$ cat src/rtl/timed_sender.sv
`timescale 1ns/1ps
module timed_sender #(
  parameter int PTR_W = 19,
  parameter int LAG_W = 5,
  parameter int HOP_W = 4,
  parameter int ID_W = 12,
  parameter int TIME_W = 19,
  parameter int SLOT_W = 8,
  parameter int LEN_W = 8,
  parameter int PORT_W = 2,
  parameter logic [PORT_W-1:0] PORT_NUM = '0,
  localparam int LOG_W = ID_W + TIME_W + PTR_W + HOP_W + LAG_W + PORT_W
) (
  input  logic              clk,
  input  logic              rst_n,
  input  logic              slot_tick,
  input  logic [SLOT_W-1:0] slot_num,
  input  logic [TIME_W-1:0] now_time,
  input  logic              desc_valid,
  output logic              desc_ready,
  input  logic [PTR_W-1:0]  desc_ptr,
  input  logic [LAG_W-1:0]  desc_lag,
  input  logic [SLOT_W-1:0] desc_slot,
  output logic              rd_req,
  output logic [PTR_W-1:0]  rd_addr,
  input  logic              rd_valid,
  input  logic [63:0]       rd_data,
  output logic              tx_valid,
  output logic [63:0]       tx_data,
  output logic              tx_last,
  output logic              log_valid,
  output logic [LOG_W-1:0]  log_rec
);
  localparam int HOP_LSB = 64 - HOP_W;
  localparam int LAG_LSB = HOP_LSB - LAG_W;

  typedef enum logic [2:0] {S_IDLE, S_LEN, S_HDR, S_ARM, S_SEND} st_t;
  st_t st;

  logic              hold_v;
  logic [PTR_W-1:0]  hold_ptr, cur_ptr;
  logic [LAG_W-1:0]  hold_lag, cur_lag;
  logic [SLOT_W-1:0] hold_slot, cur_slot;
  logic [LEN_W-1:0]  len, sent;
  logic [63:0]       hdr;
  logic              launch;

  assign desc_ready = !hold_v;
  assign launch = (st == S_ARM) && slot_tick && (slot_num == cur_slot);

  always_ff @(posedge clk) begin
    if (!rst_n) begin
      st <= S_IDLE;
      hold_v <= 1'b0;
      hold_ptr <= '0; hold_lag <= '0; hold_slot <= '0;
      cur_ptr <= '0; cur_lag <= '0; cur_slot <= '0;
      len <= '0; sent <= '0; hdr <= '0;
      rd_req <= 1'b0; rd_addr <= '0;
      tx_valid <= 1'b0; tx_data <= '0; tx_last <= 1'b0;
      log_valid <= 1'b0; log_rec <= '0;
    end else begin
      rd_req <= 1'b0;
      tx_valid <= 1'b0;
      tx_last <= 1'b0;
      log_valid <= 1'b0;
      if (desc_valid && desc_ready) begin
        hold_v <= 1'b1;
        hold_ptr <= desc_ptr;
        hold_lag <= desc_lag;
        hold_slot <= desc_slot;
      end
      case (st)
        S_IDLE: if (hold_v) begin
          hold_v <= 1'b0;
          cur_ptr <= hold_ptr;
          cur_lag <= hold_lag;
          cur_slot <= hold_slot;
          rd_req <= 1'b1;
          rd_addr <= hold_ptr;
          st <= S_LEN;
        end
        S_LEN: if (rd_valid) begin
          len <= rd_data[LEN_W-1:0];
          rd_req <= 1'b1;
          rd_addr <= cur_ptr + PTR_W'(1);
          st <= S_HDR;
        end
        S_HDR: if (rd_valid) begin
          hdr <= {rd_data[63:HOP_LSB] - HOP_W'(1), cur_lag, rd_data[LAG_LSB-1:0]};
          st <= S_ARM;
        end
        S_ARM: if (launch) begin
          tx_valid <= 1'b1;
          tx_data <= hdr;
          tx_last <= (len <= LEN_W'(1));
          log_valid <= 1'b1;
          log_rec <= {hdr[ID_W-1:0], now_time, cur_ptr, hdr[63:HOP_LSB], cur_lag, PORT_NUM};
          sent <= LEN_W'(1);
          if (len <= LEN_W'(1)) st <= S_IDLE;
          else begin
            rd_req <= 1'b1;
            rd_addr <= cur_ptr + PTR_W'(2);
            st <= S_SEND;
          end
        end
        S_SEND: if (rd_valid) begin
          tx_valid <= 1'b1;
          tx_data <= rd_data;
          sent <= sent + LEN_W'(1);
          if (sent + LEN_W'(1) == len) begin
            tx_last <= 1'b1;
            st <= S_IDLE;
          end else begin
            rd_req <= 1'b1;
            rd_addr <= rd_addr + PTR_W'(1);
          end
        end
        default: st <= S_IDLE;
      endcase
    end
  end
endmodule


$ cat config.mk
export PLATFORM = sky130hd
export DESIGN_NAME = timed_sender
export DESIGN_NICKNAME = d
export VERILOG_FILES = /design/src/rtl/timed_sender.sv
export SDC_FILE = /design/constraint.sdc
export NUM_CORES = 1
export LEC_CHECK = 0
export ABC_AREA = 1
export BUFFER_PORTS_ARGS = -buffer_cell sky130_fd_sc_hd__buf_2
export CAP_MARGIN = 10
export CELL_PAD_IN_SITES_DETAIL_PLACEMENT = 0
export CELL_PAD_IN_SITES_GLOBAL_PLACEMENT = 1
export CORE_MARGIN = 10
export CORE_UTILIZATION = 39
export CTS_CLUSTER_SIZE = 30
export DETAILED_ROUTE_END_ITERATION = 7
export PLACE_DENSITY_LB_ADDON = 0.08
export SLEW_MARGIN = 0
export SYNTH_ARGS = -nofsm -noshare
export SYNTH_HDL_FRONTEND = slang
export SYNTH_SLANG_ARGS = --single-unit
$ cat constraint.sdc
create_clock -name clk -period 2.99 [get_ports clk]
set_clock_uncertainty 0.2 [all_clocks]
set_input_delay 0.4485 -clock clk [delete_from_list [all_inputs] [get_ports clk]]
set_output_delay 0.4485 -clock clk [all_outputs]
set_load 0.03 [all_outputs]
==> impl_metrics.json <==
{
  "timing.final.ws_setup_ns": 0.3791,
  "post_drt_via_cell_ratio": 4.993,
  "worstSkewPairLatency_ns": 0.52,
  "cp.arrival_ns": 2.81,
  "drt_iter0_markers": 729,
  "final_min_period_over_clock_period": 0.8732,
  "die_x_um": 200.7,
  "fp-row-count": 66,
  "die_area_mm2": 0.04029,
  "dp_worst_slack_ns": 0.3806,
  "globalplace.congestion": 0.8868,
  "rrSetupSlack_ns": 0.38,
  "hold_viol_final": 0,
  "core_area_mm2": 0.03237,
  "number_of_global_route_vias_before_repair": 12190,
  "critPathCapture": "rd_addr[16]",
  "ctsHtreeMaxLevel": 2,
  "remaining_drc_errors": 0,
  "clk_transition_reported_paths_ns": 0.06,
  "worstMarginPinSlew_ns": 0.8976,
  "maxCapViolCount": 0,
  "post_drt_wl_per_cell_um": 16.90,
  "worstSetupEndpointType": "flop",
  "fp.dieH_um": 200.7,
  "worstReg2RegStart": "len[7]",
  "timing.setup.tns_ns": 0,
  "max-clock-path-buffers": 3,
  "worst-r2r-cell-count": 9,
  "largest_net_degree_at_the_start_of_global_routing": 129,
  "grt-ovfl-total": 0,
  "clock_tree_from_tritoncts": "built",
  "drive_above_1_share": 0.1786,
  "crit_path_max_incr_delay_ns": 0.60,
  "grt_antenna_before_repair": 3,
  "synth_area_mm2": 0.01274,
  "critical_path.startpoint": "len[7]",
  "synth_cells": 1813,
  "dpl_wire_length_mm": 30.75,
  "yosys.area.top_type": "dfxtp_1",
  "initial_core_util": 0.3936,
  "syn_to_final_growth_pct": 28.89,
  "port_buffers": 274,
  "grt.total_usage": 0.2086,
  "post-cts-setup-buffer-count": 0,
  "power_leakage_uw": 0.007111,
  "most_common_cell_after_layout_fill_and_taps_aside": "nand2_1",
  "yosysUniqueCellTypes": 35,
  "criticalPathCategory": "flop to flop",
  "vdd.ir_drop.worst_mv": 0.3643,
  "synth_top_area_frac": 0.4620,
  "grt_pass1_wl_mm": 69.51,
  "final.min_clock_period_ns": 2.611,
  "cts_repair_resize_count": 0,
  "timing.critical_path.mode_cell": "nor2_1",
  "slew_headroom": 0.3994,
  "drt-total-wl_mm": 43.56,
  "synth_seq_area_share": 0.4620,
  "fmax_mhz": 383.0,
  "synth.ff_latch_count": 294,
  "holdBufCountCts": 74,
  "finalNetCount": 2241,
  "worst_ep_required_time_ns": 3.19,
  "timing.critical_path.cells": "nor2_1, nand3_1, nor4_1, nor2_1, a21oi_1, nand2_1, buf_4, o21ai_0, nor2_1",
  "hold_path.class": "input port to flop",
  "drtPass1Iterations": 5,
  "antenna_violating_nets_post_route": 0,
  "crit_path_start_kind": "flop",
  "cpMaxStageDelayCell": "nor4_1",
  "run_status": "completed",
  "synthesized_area_divided_by_synthesized_cell_count_um2": 7.027,
  "cts_root_buf": "clkbuf_16",
  "finalMaxSlewViolations": 0,
  "timing.rr.end": "rd_addr[16]",
  "mostFrequentLayoutCells": "nand2_1, o21ai_0, dfxtp_1",
  "grt_setup_unrepaired": "false",
  "ioPinCount": 277,
  "count_of_endpoints_failing_setup_in_the_final_report": 0,
  "p_per_area_mw_per_mm2": 867.3,
  "yosysWarnings": 0,
  "worst-path-max-fanout": 20,
  "cts_buffers": 34,
  "sink_count_of_the_clock_tree": 294,
  "num_vias": 12870,
  "netlist_top_cells_area": "dfxtp_1, o21ai_0, nand2_1, a21oi_1, nor2_1",
  "final.fill_count": 3321
}
## how the worst min path moves through the flow
stage	startpoint	endpoint	slack, ns	cells past startpoint
6_report	rd_data[59]	tx_data[59]	0.02	3
5_1_grt	rd_data[21]	tx_data[21]	0.009	3
4_1_cts	rd_data[17]	tx_data[17]	0.00002	3
3_5_place_dp	hdr[53]	hdr[53]	0.24	2
3_3_place_gp	hdr[53]	hdr[53]	0.23	2
2_1_floorplan	hdr[12]	hdr[12]	0.22	2
## metrics by stage
stage	instance area [um2]	utilization	hold slack [ns]	instances	total power [uW]
floorplan	12740	-	0.2237	1814	8431
global placement	14490	0.4475	0.2311	2440	10020
detailed placement	14490	0.4475	0.2352	2440	10030
CTS	16390	0.5063	0.00001593	2574	14370
global route	16420	0.5071	0.008722	2575	15130
finish	16420	0.5073	0.01508	2577	14240
## routing by layer
metal,vias up,GRT usage,wire (um)
met5,-,0,11
met4,2,0.05112,901
met3,61,0.04906,2912
met2,402,0.3300,19540
met1,5833,0.2809,20190
li1,6568,-,-
## critical path, delay by kind of cell, from the launching register on
kind	cells	cell delay [ns]
and+or+nand+nor	6	1.16
buffers and inverters	1	0.22
DFF	1	0.36
AOI/OAI and AO/OA	2	0.55
## power by group
part	total (uW)	switching, uW	internal [uW]
Combinational	4690	3280	1410
Clock	4230	1700	2540
Sequential	5310	571	4740
## area by class of cell
| type | count | area, um2 | area share |
|---|---|---|---|
| Sequential cell | 294 | 5886 | 0.3584 |
| Antenna cell | 2 | 5.005 | 0.0003048 |
| Inverter | 172 | 645.6 | 0.03932 |
| Timing Repair Buffer | 377 | 2444 | 0.1488 |
| Tap cell | 442 | 553.0 | 0.03368 |
| Multi-Input combinational cell | 1230 | 5727 | 0.3488 |
| Clock inverter | 11 | 112.6 | 0.006858 |
| Clock buffer | 49 | 1049 | 0.06385 |
## registers in the layout, summed over array words and instances (netlist names)
signal     flops
hdr           64
tx_data       64
log_rec       59
cur_ptr       19
hold_ptr      19
rd_addr       19
cur_slot       8
hold_slot      8
len            8
sent           8
cur_lag        5
hold_lag       5
st             3
hold_v         1
log_valid      1
rd_req         1
tx_last        1
tx_valid       1
## synthesized netlist by cell type
cell / number
a21oi_1: 161
a221oi_1: 1
a22oi_1: 4
a31oi_1: 65
and2_1: 1
buf_1: 8
buf_2: 20
buf_4: 5
buf_6: 4
clkbuf_1: 80
clkbuf_2: 1
clkinv_1: 1
conb_1: 1
dfxtp_1: 294
ha_1: 4
inv_1: 168
inv_2: 3
nand2_1: 331
nand2_2: 3
nand3_1: 98
nand3b_1: 6
nand4_1: 10
nor2_1: 211
nor2_2: 6
nor2_4: 2
nor3_1: 6
nor4_1: 1
o211ai_1: 2
o21ai_0: 298
o21ai_1: 6
o21bai_1: 2
o32ai_1: 1
or2_2: 3
xnor2_1: 1
xor2_1: 5
## cells by family after synthesis
logic type	Yosys count	synth area share
and+or+nand+nor	678	0.2176
xor gates and xnor gates	6	0.004125
DFF	294	0.4620
buffers and inverters	290	0.09134
adders and majority gates	4	0.003929
AOI/OAI and AO/OA	540	0.2207
other	1	0.0002944
Note: power is estimated with default switching activity, not from simulation.
